`src/rtl/lg_pkg.sv`:
```
package lg_pkg;
  typedef enum logic [1:0] {
    GS_IDLE   = 2'd0,
    GS_ARMED  = 2'd1,
    GS_FROZEN = 2'd2
  } grab_state_t;
endpackage

```
`src/rtl/lg_trigger.sv`:
```
module lg_trigger
  import lg_pkg::*;
#(
  parameter int FUNC_W = 3,
  parameter logic [FUNC_W-1:0] EXT_CODE = 3'b110,
  parameter int SYNC_STAGES = 2
) (
  input  logic              clk,
  input  logic              rst_n,
  input  logic              grab_en,
  input  logic              ext_en,
  input  logic [FUNC_W-1:0] pin_func,
  input  logic              trig_pin,
  input  logic              line_start,
  output logic              frozen,
  output logic              activate,
  output logic              reload
);
  localparam int CHAIN_W = SYNC_STAGES + 1;

  grab_state_t state_q, state_d;
  logic [CHAIN_W-1:0] sync_q, sync_d;
  logic ext_mode, trig_rise, arm_req;

  // pin synchronizer plus one delay stage for edge detect
  always_comb sync_d = {sync_q[CHAIN_W-2:0], trig_pin};

  always_ff @(posedge clk or negedge rst_n) begin
    if (!rst_n) sync_q <= '0;
    else        sync_q <= sync_d;
  end

  assign trig_rise = sync_q[SYNC_STAGES-1] & ~sync_q[SYNC_STAGES];
  assign ext_mode  = ext_en && (pin_func == EXT_CODE);
  assign arm_req   = grab_en && (ext_mode ? trig_rise : 1'b1);

  always_comb begin
    state_d  = state_q;
    activate = 1'b0;
    reload   = 1'b0;
    unique case (state_q)
      GS_IDLE: begin
        if (arm_req) state_d = GS_ARMED;
      end
      GS_ARMED: begin
        if (!grab_en) state_d = GS_IDLE;
        else if (line_start) begin
          state_d  = GS_FROZEN;
          activate = 1'b1;
        end
      end
      GS_FROZEN: begin
        if (line_start) begin
          if (!grab_en) state_d = GS_IDLE;
          else          reload  = 1'b1;
        end
      end
      default: state_d = GS_IDLE;
    endcase
  end

  always_ff @(posedge clk or negedge rst_n) begin
    if (!rst_n) state_q <= GS_IDLE;
    else        state_q <= state_d;
  end

  assign frozen = (state_q == GS_FROZEN);

  // an armed grab freezes on the line start
  assert_arm_freeze_R2: assert property (@(posedge clk) disable iff (!rst_n)
    (state_q == GS_ARMED && grab_en && line_start) |=> frozen);
  // no freeze without first being armed
  assert_no_direct_freeze_R2: assert property (@(posedge clk) disable iff (!rst_n)
    (state_q == GS_IDLE) |=> !frozen);
  // in external mode nothing arms without a pin edge
  assert_ext_needs_edge_R3: assert property (@(posedge clk) disable iff (!rst_n)
    (state_q == GS_IDLE && ext_mode && !trig_rise) |=> (state_q == GS_IDLE));
  // release only at a line start with the enable low
  assert_release_R9: assert property (@(posedge clk) disable iff (!rst_n)
    $fell(frozen) |-> ($past(line_start) && !$past(grab_en)));
  // dropping the enable cancels an armed grab
  assert_abort_R10: assert property (@(posedge clk) disable iff (!rst_n)
    (state_q == GS_ARMED && !grab_en) |=> (state_q == GS_IDLE));
endmodule

```
`src/rtl/lg_addr_gen.sv`:
```
module lg_addr_gen #(
  parameter int DEPTH = 1024,
  localparam int ADDR_W = $clog2(DEPTH)
) (
  input  logic              clk,
  input  logic              rst_n,
  input  logic              line_start,
  input  logic              pix_valid,
  output logic [ADDR_W-1:0] addr
);
  localparam logic [ADDR_W-1:0] LAST = ADDR_W'(DEPTH - 1);

  logic [ADDR_W-1:0] addr_q, addr_d;
  logic step_en;

  assign step_en = pix_valid & ~line_start;

  always_comb begin
    addr_d = addr_q;
    if (line_start)   addr_d = '0;
    else if (step_en) addr_d = (addr_q == LAST) ? '0 : addr_q + 1'b1;
  end

  always_ff @(posedge clk or negedge rst_n) begin
    if (!rst_n) addr_q <= '0;
    else        addr_q <= addr_d;
  end

  assign addr = addr_q;

  // line start clears the address
  assert_addr_clear_R6: assert property (@(posedge clk) disable iff (!rst_n)
    line_start |=> (addr == '0));
  // no sample, no movement
  assert_addr_hold_R6: assert property (@(posedge clk) disable iff (!rst_n)
    (!line_start && !pix_valid) |=> $stable(addr));
  // wrap at the last entry
  assert_addr_wrap_R6: assert property (@(posedge clk) disable iff (!rst_n)
    (step_en && addr == LAST) |=> (addr == '0));
endmodule

```
`src/rtl/lg_phase_acc.sv`:
```
module lg_phase_acc #(
  parameter int PHASE_W = 24
) (
  input  logic               clk,
  input  logic               rst_n,
  input  logic               line_start,
  input  logic               pix_valid,
  input  logic               frozen,
  input  logic               activate,
  input  logic               reload,
  input  logic [PHASE_W-1:0] seed_in,
  input  logic [PHASE_W-1:0] phase_in,
  output logic [PHASE_W-1:0] phase_out
);
  logic [PHASE_W-1:0] acc_q, acc_d;
  logic [PHASE_W-1:0] cap_seed_q, cap_phase_q;
  logic [PHASE_W-1:0] step_inc;
  logic sample;

  assign sample   = pix_valid & ~line_start;
  assign step_inc = frozen ? cap_seed_q : seed_in;

  // latch increment and start phase only when the freeze begins
  always_ff @(posedge clk or negedge rst_n) begin
    if (!rst_n) begin
      cap_seed_q  <= '0;
      cap_phase_q <= '0;
    end else if (activate) begin
      cap_seed_q  <= seed_in;
      cap_phase_q <= phase_in;
    end
  end

  always_comb begin
    acc_d = acc_q;
    if (activate)    acc_d = phase_in;
    else if (reload) acc_d = cap_phase_q;
    else if (sample) acc_d = acc_q + step_inc;
  end

  always_ff @(posedge clk or negedge rst_n) begin
    if (!rst_n) acc_q <= '0;
    else        acc_q <= acc_d;
  end

  assign phase_out = acc_q;

  // live accumulation while not frozen
  assert_live_accum_R7: assert property (@(posedge clk) disable iff (!rst_n)
    (!frozen && sample && !activate) |=> (phase_out == $past(phase_out) + $past(seed_in)));
  // no reload on a line start outside a grab
  assert_line_hold_R7: assert property (@(posedge clk) disable iff (!rst_n)
    (!frozen && line_start && !activate) |=> $stable(phase_out));
  // each frozen line restarts from the latched phase
  assert_replay_R8: assert property (@(posedge clk) disable iff (!rst_n)
    reload |=> (phase_out == $past(cap_phase_q)));
  // latched values stay put during the grab
  assert_capture_stable_R8: assert property (@(posedge clk) disable iff (!rst_n)
    (frozen && !activate) |=> ($stable(cap_seed_q) && $stable(cap_phase_q)));
endmodule

```
`src/rtl/lg_freeze_ctrl.sv`:
```
module lg_freeze_ctrl #(
  parameter int DEPTH = 1024,
  parameter int PHASE_W = 24,
  parameter int FUNC_W = 3,
  parameter logic [FUNC_W-1:0] EXT_CODE = 3'b110,
  parameter int SYNC_STAGES = 2,
  localparam int ADDR_W = $clog2(DEPTH)
) (
  input  logic               clk,
  input  logic               rst_n,
  input  logic               grab_en,
  input  logic               ext_trig_en,
  input  logic [FUNC_W-1:0]  pin_func,
  input  logic               trig_pin,
  input  logic               line_start,
  input  logic               pix_valid,
  input  logic [PHASE_W-1:0] seed_in,
  input  logic [PHASE_W-1:0] phase_in,
  output logic               store_we,
  output logic [ADDR_W-1:0]  store_addr,
  output logic [PHASE_W-1:0] phase_out,
  output logic               bandsplit_mode
);
  logic rst_meta_q, rst_sync_n;
  logic frozen, activate, reload;
  logic bandsplit_q;

  // asynchronous assert, synchronous release
  always_ff @(posedge clk or negedge rst_n) begin
    if (!rst_n) begin
      rst_meta_q <= 1'b0;
      rst_sync_n <= 1'b0;
    end else begin
      rst_meta_q <= 1'b1;
      rst_sync_n <= rst_meta_q;
    end
  end

  lg_trigger #(
    .FUNC_W(FUNC_W), .EXT_CODE(EXT_CODE), .SYNC_STAGES(SYNC_STAGES)
  ) u_trigger (
    .clk(clk), .rst_n(rst_sync_n), .grab_en(grab_en), .ext_en(ext_trig_en),
    .pin_func(pin_func), .trig_pin(trig_pin), .line_start(line_start),
    .frozen(frozen), .activate(activate), .reload(reload)
  );

  lg_addr_gen #(.DEPTH(DEPTH)) u_addr (
    .clk(clk), .rst_n(rst_sync_n), .line_start(line_start),
    .pix_valid(pix_valid), .addr(store_addr)
  );

  lg_phase_acc #(.PHASE_W(PHASE_W)) u_phase (
    .clk(clk), .rst_n(rst_sync_n), .line_start(line_start), .pix_valid(pix_valid),
    .frozen(frozen), .activate(activate), .reload(reload),
    .seed_in(seed_in), .phase_in(phase_in), .phase_out(phase_out)
  );

  always_ff @(posedge clk or negedge rst_sync_n) begin
    if (!rst_sync_n) bandsplit_q <= 1'b0;
    else             bandsplit_q <= grab_en;
  end

  assign bandsplit_mode = bandsplit_q;
  assign store_we       = pix_valid & ~line_start & ~frozen;

  // bandsplit indicator tracks the enable bit
  assert_bandsplit_R1: assert property (@(posedge clk) disable iff (!rst_sync_n)
    1'b1 |=> (bandsplit_mode == $past(grab_en)));
  // the frozen store is never written
  assert_no_write_frozen_R5: assert property (@(posedge clk) disable iff (!rst_sync_n)
    (activate || reload) |=> !store_we);
endmodule

```
`config.mk`:
```
export PLATFORM = sky130hd
export DESIGN_NAME = lg_freeze_ctrl
export DESIGN_NICKNAME = d
export VERILOG_FILES = /design/src/rtl/lg_pkg.sv /design/src/rtl/lg_trigger.sv /design/src/rtl/lg_addr_gen.sv /design/src/rtl/lg_phase_acc.sv /design/src/rtl/lg_freeze_ctrl.sv
export SDC_FILE = /design/constraint.sdc
export NUM_CORES = 1
export LEC_CHECK = 0
export ABC_AREA = 1
export BUFFER_PORTS_ARGS = -buffer_cell sky130_fd_sc_hd__buf_2
export CORE_AREA = 2 2 105 107
export DETAILED_ROUTE_END_ITERATION = 12
export DIE_AREA = 0 0 107 109
export MAX_ROUTING_LAYER = met4
export PLACE_DENSITY = 0.92
export SYNTH_ARGS = -nofsm -noshare
export SYNTH_HDL_FRONTEND = slang
export SYNTH_HIERARCHICAL = 1
export SYNTH_SLANG_ARGS = --single-unit
export TNS_END_PERCENT = 30
```
`constraint.sdc`:
```
create_clock -name clk -period 3.6 [get_ports clk]
set_input_delay 0.18 -clock clk [delete_from_list [all_inputs] [get_ports clk]]
set_output_delay 0.18 -clock clk [all_outputs]
set_load 0.02 [all_outputs]
```
==> qor.csv <==
metric;value;unit
status;complete, no violations;
H-tree levels;3;
Power, Total;5.09;mW
Buffers on Ports;93;
Post-Place Cells;1089;
top cells by area, synth;dfrtp_1, nand2_1, inv_1, a21oi_1, o21ai_0;
synthesized area;5990;sq um
Largest stage delay, worst path;0.44;ns
Post-Synthesis Cells;878;
crit end category;register;
initial core utilization;56.5;%
clk_lat worst skew;0.38;ns
per-cell routed wire length;13.8;microns
global-route wire length before repair;25500;microns
Tcrit/Tclk final;83.0;%
Worst-path clk slew;0.10;ns
Synth cell types;33;
Die Area;11700;sq um
Power Density;748;nW/um^2
Hold Buf Count CTS;3;
sequential share of the synthesized area;37.6;%
gr ovfl total;0;
EDFF count, synth;0;
Sw Pwr;2.48;mW
RSZ-0062 raised after global routing;false;
post_cts resized;0;
filler instances;954;
Synth top cells by count;nand2_1, inv_1, dfrtp_1;
Sw Ratio;48.7;%
yosys warns;6;
core area;10600;sq um
Setup Crit Path Kind;register to register;
worst path required time;3.90;ns
DR pass1 iterations;5;
Post-CTS Setup Repair Bufs;0;
overall global routing resource usage;28.3;%
Pint;2.61;mW
clock sinks;90;
Setup Skew;0.0134;ns
worst rel slew slack;26.5;%
Crit path max-delay family;simple AND/OR/NAND/NOR gates;
CTS tree;built;
Sequential Power Share;31.7;%
leakage;3.62;nW
synth-to-layout area growth;13.5;%
Async S/R FF share, synth;100;%
wirelength, routed;15300;microns
antenna violations before repair;0;
area leader, netlist;dfrtp_1;
Die Ht;109;microns
Data arrival, critical path;3.29;ns
TNS Setup;0;ns
worst slew pin tran;1.10;ns
std cell rows;38;
number of routed nets with antenna violations;0;
DP HPWL;11500;microns
routability cong.;0.939;
IO Pins;94;
max-slew violations;0;
Final Non-Filler Cells;1108;
Clk pwr share;12.7;%
Max Root-Sink Buffers;2;
CTS Buf Count;9;
combinational fraction of design power;55.6;%
n_diodes;0;
max_cap viols;0;
Synth Register Bits;90;
Post-Syn Nets;961;
area share of the largest cell type after synthesis;37.6;%
Max Fclk;0.334;GHz
ordered list of cells on the worst path;nor2_4, nor2_1, a21oi_1, ha_1, inv_1, fa_1, inv_1, nand3_1, nand3_1, nand2_1, nand2_2, nand2_1, a21o_1, nand3_1, nand2_1, a21oi_1;
top-count cell post-synth;nand2_1;
largest net degree at the start of global routing;89;
Post-Syn Area per Cell;6.83;sq um
critical path buffer and inverter count;2;
ratio of cells with drive above 1 in the final layout;17.3;%
ys flop type;dfrtp_1;
crit path max fanout;19;
Slowest-stage cell, CP;dfrtp_1;
Die Span X;107;microns
kind of launch point of the worst setup path;register;
DRC violations left;0;
drt via density;5.35;
vias in the first global route;5515;
routed via count;5932;
Peak VDD IR;322;uV
final hold viol count;0;
HP Class;input port to register;
nets@finish;1046;
Min Clock Period, post-route;2.99;ns
clk root buf;clkbuf_8;
drt first-iter violations;602;
Setup Viol. Count Final;0;
==> cell usage in the layout (no fill, tap or decap), types with 2 or more instances in the layout <==
cell           count
a21o_1             4
a21oi_1           81
a21oi_2            5
a31oi_1            8
buf_2             93
buf_4              4
clkbuf_8           9
clkinv_2           3
clkinv_4           3
dfrtp_1           89
dlygate4sd3_1      3
ha_1              24
inv_1            141
inv_2              7
nand2_1          236
nand2_2           14
nand3_1           37
nand3_2            4
nand3b_1           4
nand4_1           12
nor2_1            76
nor2_2            12
nor2_4             7
nor3_1             3
o21ai_0           64
o21ai_2            2
xor2_1            11
==> logic make-up (layout without fill, tap and decap cells) <==
logic type	count (synthesis)	after routing	synth area share, %
other	1	1	0.0626
AND/OR/NAND/NOR	407	407	29.3
XOR/XNOR	12	12	1.75
adder cells (fa/ha/maj)	25	25	5.34
AO/OA/AOI/OAI	167	167	14.8
buffers and inverters	176	266	11.2
flip-flops	90	90	37.6
==> layout make-up <==
class | instances | area [sq um] | share of cell area [%]
Multi-Input combinational cell | 612 | 3090 | 45.4
Sequential cell | 90 | 2260 | 33.2
Inverter | 149 | 561 | 8.24
Timing Repair Buffer | 101 | 546 | 8.02
Tap cell | 140 | 175 | 2.57
Clock buffer | 9 | 124 | 1.82
Clock inverter | 7 | 55.1 | 0.809
==> worst min-delay path, stage by stage <==
cell and delay (ns):
buf_2 0.09, nand2_1 0.04, o21ai_0 0.05
==> path summary, 6_finish.rpt <==
path                                           to                  from  slack (ns)  cells past startpoint
setup / recovery            u_phase/phase_out[12]  u_trigger/state_q[0]        0.61                     16
hold / removal             u_phase/cap_seed_q[14]           seed_in[14]        0.02                      3
setup reg to reg            u_phase/phase_out[12]  u_trigger/state_q[0]        0.61                     16
hold reg to reg               u_trigger/sync_q[1]   u_trigger/sync_q[0]        0.35                      0
max in group asynchronous  u_phase/cap_seed_q[16]            rst_sync_n        2.34                      0
min in group asynchronous              rst_sync_n                 rst_n        0.12                      2
==> flip-flops by register name, summed over array words and instances, names as in the netlist <==
name                 flops
u_addr/addr             10
u_phase/phase_out       24
u_trigger/sync_q         3
rst_sync_n               1
u_phase/cap_phase_q     24
bandsplit_mode           1
u_phase/cap_seed_q      24
rst_meta_q               1
u_trigger/state_q        2
==> metal layers <==
layer  global-route usage (%)  part of all wire (%)  up-vias
met5                        -                     0        -
met4                     7.33                   1.9        0
met3                     4.30                   6.0       35
met2                     45.5                    47      231
met1                     37.9                    45     2741
li1                         -                     -     2925
==> power by group through the flow <==
stage / registers, mW / logic [mW] / clock network (mW)
floorplan: 1.72 / 1.93 / 0
global placement: 1.62 / 2.67 / 0
detailed placement: 1.63 / 2.75 / 0
CTS: 1.61 / 2.78 / 0.663
global route: 1.65 / 3.18 / 0.706
finish: 1.61 / 2.83 / 0.646
==> metrics by stage <==
step	util, %	instance area [sq um]	setup slack (ns)	hold slack (ns)
5_1_grt	64.2	6800	0.352	0.0174
3_5_place_dp	62.2	6590	0.668	-0.0320
4_1_cts	64.2	6800	0.637	0.0113
2_1_floorplan	-	5990	0.908	-0.116
6_report	64.2	6800	0.610	0.0195
3_3_place_gp	62.2	6590	0.724	-0.0346
Note: power is estimated with default switching activity, not from simulation.
